**config.mk**
```make
export PLATFORM = sky130hd
export DESIGN_NAME = pwh_top
export DESIGN_NICKNAME = d
export VERILOG_FILES = /design/src/rtl/pwh_pkg.sv /design/src/rtl/pwh_rst_sync.sv /design/src/rtl/pwh_stage.sv /design/src/rtl/pwh_addr.sv /design/src/rtl/pwh_wait.sv /design/src/rtl/pwh_top.sv
export SDC_FILE = /design/constraint.sdc
export NUM_CORES = 1
export LEC_CHECK = 0
export ABC_AREA = 1
export BUFFER_PORTS_ARGS = -buffer_cell sky130_fd_sc_hd__buf_2
export CAP_MARGIN = 15
export CELL_PAD_IN_SITES_DETAIL_PLACEMENT = 1
export CELL_PAD_IN_SITES_GLOBAL_PLACEMENT = 1
export CORE_MARGIN = 4
export CORE_UTILIZATION = 40
export CTS_CLUSTER_DIAMETER = 30
export CTS_CLUSTER_SIZE = 10
export DETAILED_ROUTE_END_ITERATION = 16
export PLACE_DENSITY_LB_ADDON = 0.08
export SLEW_MARGIN = 10
export SYNTH_ARGS = -nofsm -noshare
export SYNTH_HDL_FRONTEND = slang
export SYNTH_SLANG_ARGS = --single-unit
```
**constraint.sdc**
```tcl
create_clock -name clk -period 3.8 [get_ports clk]
set_clock_uncertainty 0.05 [all_clocks]
set_input_delay 0.76 -clock clk [delete_from_list [all_inputs] [get_ports clk]]
set_output_delay 0.76 -clock clk [all_outputs]
set_load 0.01 [all_outputs]
```
**src/rtl/pwh_pkg.sv**
```systemverilog
package pwh_pkg;

  typedef enum logic [1:0] {
    ST_FILL  = 2'd0,
    ST_WRITE = 2'd1,
    ST_WAIT  = 2'd2
  } pwh_state_e;

  // Number of bytes in one peripheral unit; codes above word act as word.
  function automatic logic [2:0] unit_bytes(input logic [1:0] width);
    case (width)
      2'd0:    unit_bytes = 3'd1;
      2'd1:    unit_bytes = 3'd2;
      default: unit_bytes = 3'd4;
    endcase
  endfunction

  function automatic logic [1:0] size_code(input logic [1:0] width);
    size_code = (width == 2'd3) ? 2'd2 : width;
  endfunction

endpackage

```
**src/rtl/pwh_rst_sync.sv**
```systemverilog
module pwh_rst_sync (
  input  logic clk,
  input  logic rst_n,
  output logic rst_n_sync
);

  logic [1:0] sync_q;

  always_ff @(posedge clk or negedge rst_n) begin
    if (!rst_n) begin
      sync_q <= 2'b00;
    end else begin
      sync_q <= {sync_q[0], 1'b1};
    end
  end

  assign rst_n_sync = sync_q[1];

endmodule

```
**src/rtl/pwh_stage.sv**
```systemverilog
module pwh_stage #(
  parameter int DW = 32
) (
  input  logic          clk,
  input  logic          rst_n,
  input  logic          push,
  input  logic [7:0]    push_byte,
  input  logic          clr,
  input  logic [2:0]    need,
  output logic          last_push,
  output logic [DW-1:0] data
);

  localparam int LANES = DW / 8;
  localparam int CW    = $clog2(LANES + 1);

  logic [CW-1:0] cnt_q, cnt_d;
  logic [7:0]    lane_q [LANES];

  always_comb begin
    cnt_d = cnt_q;
    if (clr) begin
      cnt_d = '0;
    end else if (push) begin
      cnt_d = cnt_q + 1'b1;
    end
  end

  always_ff @(posedge clk or negedge rst_n) begin
    if (!rst_n) begin
      cnt_q <= '0;
    end else begin
      cnt_q <= cnt_d;
    end
  end

  for (genvar g = 0; g < LANES; g++) begin : g_lane
    logic lane_we;
    assign lane_we = push && (cnt_q == CW'(g));

    always_ff @(posedge clk or negedge rst_n) begin
      if (!rst_n) begin
        lane_q[g] <= 8'h00;
      end else if (clr) begin
        lane_q[g] <= 8'h00;
      end else if (lane_we) begin
        lane_q[g] <= push_byte;
      end
    end

    assign data[g*8 +: 8] = lane_q[g];
  end

  assign last_push = push && ((cnt_q + 1'b1) == CW'(need));

  AST_STAGE_BOUND: assert property (@(posedge clk) disable iff (!rst_n)
    cnt_q <= CW'(need)) else $error("staging count beyond unit size");

  AST_STAGE_CLEAR: assert property (@(posedge clk) disable iff (!rst_n)
    clr |=> (cnt_q == '0) && (data == '0)) else $error("staging not cleared");

endmodule

```
**src/rtl/pwh_addr.sv**
```systemverilog
module pwh_addr #(
  parameter int AW = 32
) (
  input  logic          clk,
  input  logic          rst_n,
  input  logic          load,
  input  logic [AW-1:0] load_val,
  input  logic          step,
  input  logic          hold,
  input  logic [1:0]    width,
  output logic [AW-1:0] addr
);

  import pwh_pkg::*;

  logic [AW-1:0] addr_q, addr_d;

  always_comb begin
    addr_d = addr_q;
    if (load) begin
      addr_d = load_val;
    end else if (step && !hold) begin
      addr_d = addr_q + AW'(unit_bytes(width));
    end
  end

  always_ff @(posedge clk or negedge rst_n) begin
    if (!rst_n) begin
      addr_q <= '0;
    end else begin
      addr_q <= addr_d;
    end
  end

  assign addr = addr_q;

  AST_ADDR_FROZEN: assert property (@(posedge clk) disable iff (!rst_n)
    (step && hold && !load) |=> $stable(addr_q)) else $error("held address moved");

  AST_ADDR_ADVANCE: assert property (@(posedge clk) disable iff (!rst_n)
    (step && !hold && !load) |=> (addr_q != $past(addr_q))) else $error("address did not advance");

  AST_ADDR_IDLE: assert property (@(posedge clk) disable iff (!rst_n)
    (!step && !load) |=> $stable(addr_q)) else $error("address moved without a write");

endmodule

```
**src/rtl/pwh_wait.sv**
```systemverilog
module pwh_wait #(
  parameter int WW = 4
) (
  input  logic          clk,
  input  logic          rst_n,
  input  logic          start,
  input  logic [WW-1:0] count_val,
  output logic          busy,
  output logic          last
);

  logic [WW-1:0] cnt_q, cnt_d;

  always_comb begin
    cnt_d = cnt_q;
    if (start) begin
      cnt_d = count_val;
    end else if (cnt_q != '0) begin
      cnt_d = cnt_q - 1'b1;
    end
  end

  always_ff @(posedge clk or negedge rst_n) begin
    if (!rst_n) begin
      cnt_q <= '0;
    end else begin
      cnt_q <= cnt_d;
    end
  end

  assign busy = (cnt_q != '0);
  assign last = (cnt_q == WW'(1));

  AST_WAIT_ENDS: assert property (@(posedge clk) disable iff (!rst_n)
    (last && !start) |=> !busy) else $error("wait count overran");

  AST_WAIT_IDLE: assert property (@(posedge clk) disable iff (!rst_n)
    (!busy && !start) |=> !busy) else $error("wait count restarted by itself");

endmodule

```
**src/rtl/pwh_top.sv**
```systemverilog
module pwh_top #(
  parameter int AW = 32,
  parameter int DW = 32,
  parameter int WW = 4
) (
  input  logic          clk,
  input  logic          rst_n,
  input  logic [1:0]    cfg_width,
  input  logic          cfg_hold,
  input  logic          cfg_ext,
  input  logic [WW-1:0] cfg_wait,
  input  logic          addr_load,
  input  logic [AW-1:0] addr_val,
  input  logic          fill_valid,
  input  logic [7:0]    fill_byte,
  output logic          fill_ready,
  input  logic          periph_req,
  output logic          req_out,
  output logic          wr_valid,
  output logic [AW-1:0] wr_addr,
  output logic [1:0]    wr_size,
  output logic [DW-1:0] wr_data,
  input  logic          bus_ready,
  input  logic          ext_ack
);

  import pwh_pkg::*;

  logic       rst_s_n;
  pwh_state_e state_q, state_d;
  logic       push, last_push, done, confirm;
  logic       wait_busy, wait_last;
  logic [2:0] need;

  pwh_rst_sync u_rst (
    .clk        (clk),
    .rst_n      (rst_n),
    .rst_n_sync (rst_s_n)
  );

  assign need       = unit_bytes(cfg_width);
  assign fill_ready = (state_q == ST_FILL);
  assign push       = fill_valid && fill_ready;
  assign confirm    = cfg_ext ? ext_ack : bus_ready;
  assign done       = (state_q == ST_WRITE) && confirm;

  always_comb begin
    state_d = state_q;
    case (state_q)
      ST_FILL:  if (last_push) state_d = ST_WRITE;
      ST_WRITE: if (done)      state_d = (cfg_wait != '0) ? ST_WAIT : ST_FILL;
      ST_WAIT:  if (wait_last) state_d = ST_FILL;
      default:                 state_d = ST_FILL;
    endcase
  end

  always_ff @(posedge clk or negedge rst_s_n) begin
    if (!rst_s_n) begin
      state_q <= ST_FILL;
    end else begin
      state_q <= state_d;
    end
  end

  pwh_stage #(.DW(DW)) u_stage (
    .clk       (clk),
    .rst_n     (rst_s_n),
    .push      (push),
    .push_byte (fill_byte),
    .clr       (done),
    .need      (need),
    .last_push (last_push),
    .data      (wr_data)
  );

  pwh_addr #(.AW(AW)) u_addr (
    .clk      (clk),
    .rst_n    (rst_s_n),
    .load     (addr_load),
    .load_val (addr_val),
    .step     (done),
    .hold     (cfg_hold),
    .width    (cfg_width),
    .addr     (wr_addr)
  );

  pwh_wait #(.WW(WW)) u_wait (
    .clk       (clk),
    .rst_n     (rst_s_n),
    .start     (done),
    .count_val (cfg_wait),
    .busy      (wait_busy),
    .last      (wait_last)
  );

  assign wr_valid = (state_q == ST_WRITE);
  assign wr_size  = size_code(cfg_width);
  assign req_out  = periph_req && (state_q != ST_WAIT);

  AST_WRITE_STEADY: assert property (@(posedge clk) disable iff (!rst_s_n)
    (wr_valid && !confirm) |=> wr_valid && $stable(wr_data)) else $error("write dropped early");

  AST_NO_FILL_IN_WAIT: assert property (@(posedge clk) disable iff (!rst_s_n)
    wait_busy |-> !fill_ready) else $error("fill accepted during wait");

  AST_WAIT_MASKS: assert property (@(posedge clk) disable iff (!rst_s_n)
    wait_busy |-> !req_out) else $error("request not masked");

  AST_START_WRITE: assert property (@(posedge clk) disable iff (!rst_s_n)
    last_push |=> wr_valid) else $error("write did not start on full unit");

endmodule

```
=== After elaboration in Yosys (flattened, before gate mapping) ===
Cells that the tools add are included.

* Bits of input ports: 55
* Bits in registers: 75

* Multiplexer cells: 24
* Reduce and logical (&&, ||, !) cells: 23
* Add/subtract/negate cells: 3
* Eq/ne operators: 13

{| class="wikitable"
|+ Operators with widths
! kind !! number
|-
| 2-to-1 mux 32 bit || 2
|-
| 2-to-1 mux 8 bit || 8
|-
| adder 32 x 3 -> 32 bit || 1
|-
| nonzero test 2 bit || 7
|-
| 2-to-1 mux 3 bit || 4
|-
| 2-to-1 mux 2 bit || 5
|-
| logical AND 1 bit || 9
|-
| 2-to-1 mux 4 bit || 2
|-
| nonzero test 4 bit || 2
|-
| equality test 3 x 2 -> 1 bit (second input constant) || 2
|-
| inequality test 2 x 1 -> 1 bit (second input constant) || 3
|-
| one-hot mux 2 bit (3 select lines) || 1
|-
| one-hot mux 3 bit (2 select lines) || 1
|-
| equality test 2 x 1 -> 1 bit (second input constant) || 2
|-
| equality test 2 bit (second input constant) || 2
|-
| equality test 4 x 1 -> 1 bit (second input constant) || 1
|-
| zero test 2 bit || 2
|-
| subtractor 4 x 1 -> 4 bit (second input constant) || 1
|-
| adder 3 x 1 -> 3 bit (second input constant) || 1
|-
| equality test 3 x 1 -> 1 bit (second input constant) || 1
|-
| equality test 3 bit || 1
|-
| zero test 3 bit || 1
|-
| AND reduction 3 bit || 1
|-
| inequality test 2 bit (second input constant) || 1
|-
| 2 further kinds || 2
|}

=== Logic depth before layout (Yosys ltp) ===
* Depth in word-level cells: 8
* Gate-level depth with buffers: 14
* Mapped depth without buffers: 14

=== Cells and area by module ===
A second synthesis with hierarchy kept.

* Cells, all modules: 655
* Area total of the unflattened synthesis: 4682.0 um^2

{| class="wikitable"
|+ Modules (own cells, without submodules)
! module !! cells each !! instances !! area an instance (um^2)
|-
| pwh_addr || 394 || 1 || 2506.2
|-
| pwh_stage || 191 || 1 || 1649.1
|-
| pwh_wait || 40 || 1 || 301.5
|-
| pwh_top || 27 || 1 || 171.4
|-
| pwh_rst_sync || 3 || 1 || 53.8
|}

=== Least setup slack after synthesis ===
No wires, ideal clock.

* Path kind: input -> register
* Start point: in cfg_width[0]
* End point: reg u_addr.addr_q[28] (netlist: u_addr.addr[28])
* Setup slack: 1.340 ns
* Setup time: 0.116 ns
* Data arrival time: 2.293 ns
* Buffers on the path: 0
* Stages: 14
* Data required time: 3.634 ns
* Cells stage by stage: inv_1 > nor2_1 > inv_1 > fa_1 > inv_1 > nand2_1 > nand2_1 > nand2_1 > nor2_2 > nand2_1 > nand2_1 > nand3_1 > nand2_1 > nand2_1

* Cells in the longest elaborated chain, start to end: 7
* Elaborated cells between the ends (all ways): 8

{| class="wikitable"
|+ RTL lines
! element !! RTL line !! text
|-
| from (decl) || pwh_top.sv:8 || <nowiki>input logic [1:0] cfg_width,</nowiki>
|-
| equality test 2 x 1 -> 1 bit / zero test 2 bit (equally long branches) || pwh_pkg.sv:11 || <nowiki>case (width)</nowiki>
|-
| one-hot mux 3 bit (2 select lines) (*) || pwh_pkg.sv:11 ||
|-
| 2-to-1 mux 3 bit (*) || pwh_addr.sv:22 || <nowiki>end else if (step && !hold) begin</nowiki>
|-
| 2-to-1 mux 3 bit (*) || pwh_addr.sv:20 || <nowiki>if (load) begin</nowiki>
|-
| adder 32 x 3 -> 32 bit (*) || pwh_addr.sv:23 || <nowiki>addr_d = addr_q + AW'(unit_bytes(width));</nowiki>
|-
| 2-to-1 mux 32 bit (*) || pwh_addr.sv:22 ||
|-
| 2-to-1 mux 32 bit (*) || pwh_addr.sv:20 ||
|-
| to (signal assigned) || pwh_addr.sv:31 || <nowiki>addr_q <= addr_d;</nowiki>
|-
| to (decl) || pwh_addr.sv:16 || <nowiki>logic [AW-1:0] addr_q, addr_d;</nowiki>
|}

Mark *: on every way between the ends. The rest lies on a longest branch, timed or not. The select of a mux whose other input is x is not followed.
A chain may end at the register's enable or synchronous reset.

=== Final worst setup path ===
* Start point: in cfg_width[1]
* End point: reg u_addr.addr_q[28] (netlist: u_addr.addr[28])

The elaborated chain is that of the path after synthesis.

==> metrics.md <==
| Metric | Value |
|---|---|
| Yosys top cell area share | `0.419` |
| Top cells by count, synth | `nand2_1 (216), dfrtp_1 (75), nor2_1 (74)` |
| Synth Flop Type | `dfrtp_1` |
| FF+latch count, synth | `75` |
| Pwr Density | `~580 nW/um^2` |
| Global route total overflow | `0` |
| Crit path cell chain | `buf_2 > nor2_1 > ha_1 > inv_1 > fa_1 > inv_1 > nand2_1 > nand2_1 > nand2_1 > nor2_2 > nand2_1 > nand2_1 > nand3_1 > nand2_1 > nand2_1` |
| Number of synthesized flops with an enable pin | `0` |
| Slew HR | `0.386` |
| Final hold viol count | `0` |
| First-pass GRT wire length | `23,700 um` |
| Worst Setup End Kind | `flip-flop` |
| Worst stage delay on the critical path | `0.40 ns` |
| Top cell by count, worst path | `nand2_1` |
| Via density | `5.08` |
| Highest clock rate | `399 MHz` |
| Hold Crit Class | `in2async` |
| Post-cts sizing count | `0` |
| Startpoint Class | `input port` |
| Final std cells w/o fill | `873` |
| Synthesized net count | `674` |
| Vias in the first global route | `~4,700` |
| Unrepaired setup endpoints after global routing | `false` |
| Root Buffer | `clkbuf_8` |
| Top cells by area, synth | `dfrtp_1 (42%), nand2_1 (18%), nor2_1 (6.2%)` |
| Syn. warnings | `0` |
| H-Tree Level Count | `3` |
| Critical path type | `in2reg` |
| Worst-path fanout max | `6` |
| Count leader, synth | `nand2_1` |
| Placer Congestion | `0.906` |
| Ant diodes | `0` |
| Die Y | `114 um` |
| Hold-fix buffers, CTS | `0` |
| CTS Sinks | `75` |
| Mean Syn Cell Area | `between 7 and 8 sq um` |
| CP top delay family | `simple AND/OR/NAND/NOR gates` |
| Netlist Area Pre-Place | `4480 sq um` |
| Final setup fails | `0` |
| CP Data Arrival Time | `roughly 2.7 ns` |
| Bufs and invs on worst path | `3` |
| Total GRT Usage | `0.230` |
| DR WL/cell | `roughly 16 um` |
| # port buffers | `123` |
| Setup TNS | `0 ns` |
| TritonCTS clock tree | `built` |
| Detailed-route wire length | `approximately 14,000 um` |
| DR iter-0 viols | `about 250` |
| Least-Margin Pin Slew | `0.920 ns` |
| Leak Pwr | `2.74 nW` |
| Worst-skew pair later-pin latency | `approximately 0.37 ns` |
| Nets | `795` |
| Largest net degree at the start of global routing | `38` |
| Layout area overhead | `19.5%` |
| Initial antenna violation count | `0` |
| Layout cells sized above 1 | `0.232` |
| Detailed Routing Iterations Pass 1 | `4` |
| Placed Instances | `857` |
| Final Slew Violations | `0` |
| Reg clk slew, reported paths | `around 0.1 ns` |
| Drc violations | `0` |
| Starting Density | `0.412` |
| Detailed Place HPWL | `10,900 um` |
| Unique cell type count in the Yosys netlist | `39` |
| Peak VDD IR | `0.262 mV` |
| Core area | `10,900 sq um` |
| Seq/Total Area, Yosys | `0.419` |
| Post-CTS setup buffer count | `0` |
| CTS buffer count | `9` |
| Post-Synthesis Cells | `~600` |
| Clock Tree Buf Depth | `2` |
| Rows | `38` |
| Die ar. | `between 10,000 and 15,000 sq um` |
| Slowest-stage cell, CP | `fa_1` |
| DR vias | `4,434` |
| Status | `complete, no violations` |
| Critical Path RT | `4.03 ns` |
| Async SR Flop Fraction | `1.00` |
| Post-route ant nets | `0` |
| Die X | `114 um` |
| Area leader, netlist | `dfrtp_1` |
| # IOs | `124` |
| Min Tclk post-route | `2.51 ns` |
| Part of the cycle the worst path needs | `0.660` |
| Max cap viols | `0` |
[per-layer routing]
metal | track usage | vias up | routed length (um)
li1 | - | 2168 | -
met1 | 0.281 | 2177 | 6170
met2 | 0.423 | 78 | 7550
met3 | 0.0414 | 11 | 522
met4 | 0.0491 | 0 | 144
met5 | 0 | - | 0
[layout by cell type, fill, tap and decap left out, types with 3 or more instances in the layout]
cell,netlist,final
inv_6,1,3
dfrtp_1,75,74
nand2_2,4,4
nand2_1,216,216
buf_2,3,123
a21oi_1,5,5
inv_1,51,51
o211ai_1,3,3
nand4_1,5,5
xor2_1,7,7
a31oi_4,3,3
o21ai_0,52,52
nand3b_1,4,4
nor2_2,5,5
nor2_1,74,74
clkbuf_8,0,9
ha_1,11,11
nand3_1,49,49
nor2_4,5,5
[worst register-to-register path: cells and delay by family, from the launching register on]
family	cells	cell delay, ns
buffers and inverters	2	0.14
adders and majority gates	2	0.59
and+or+nand+nor	9	0.87
DFF	1	0.39
[flip-flops by register name, summed over array words and instances, names as in the netlist]
| signal | flops |
|---|---|
| state_q | 2 |
| u_addr.addr | 32 |
| u_rst.sync_q | 2 |
| u_stage.cnt_q | 3 |
| u_stage.data | 32 |
| u_wait.cnt_q | 4 |
[metrics by stage]
stage	utilization	hold WS (ns)	setup WS [ns]	total power, mW	area [sq um]
after global routing	0.492	0.102	1.07	3.35	5360
after floorplan	-	0.281	1.34	2.03	4480
after detailed placement	0.475	0.303	0.897	2.51	5170
after global placement	0.475	0.286	1.03	2.43	5170
final	0.492	0.114	1.29	3.09	5360
after CTS	0.492	0.111	1.29	3.13	5360
[logic make-up (layout without fill, tap and decap cells)]
logic type | count (synthesis) | after routing | synth area share
other cells | 1 | 1 | 0.000836
xor+xnor | 9 | 9 | 0.0176
compound gates | 71 | 71 | 0.0957
fa+ha+maj | 12 | 12 | 0.0352
flops | 75 | 75 | 0.419
buf+inv | 70 | 196 | 0.0737
simple gates | 369 | 369 | 0.358
[report_power, final]
part / internal (mW) / switching (mW) / leakage (nW)
sequential: 1.05 / 0.208 / 0.922
combinational: 0.454 / 0.760 / 1.73
clock: 0.249 / 0.364 / 0.0884
total: 1.75 / 1.33 / 2.74
[cell type report]
type                    count  area (sq um)
fillers                  1437          5530
multi-input cells         462          2280
flip-flops and latches     75          1880
repair buffers            125           631
inverters                  55           214
well taps                 140           175
clock buffers               9           124
clock inverters             7          61.3
[final timing paths]
path,startpoint,end,slack [ns],depth (start not counted)
max,cfg_width[1],u_addr.addr[28],1.29,15
min,rst_n,u_rst.sync_q[1],0.11,1
max reg2reg,u_addr.addr[0],u_addr.addr[28],1.68,13
min reg2reg,u_rst.sync_q[0],u_rst.sync_q[1],0.32,0
max in group asynchronous,u_rst.sync_q[1],u_stage.data[16],2.29,1
min in group clk,u_rst.sync_q[0],u_rst.sync_q[1],0.32,0
Note: power is estimated with default switching activity, not from simulation.
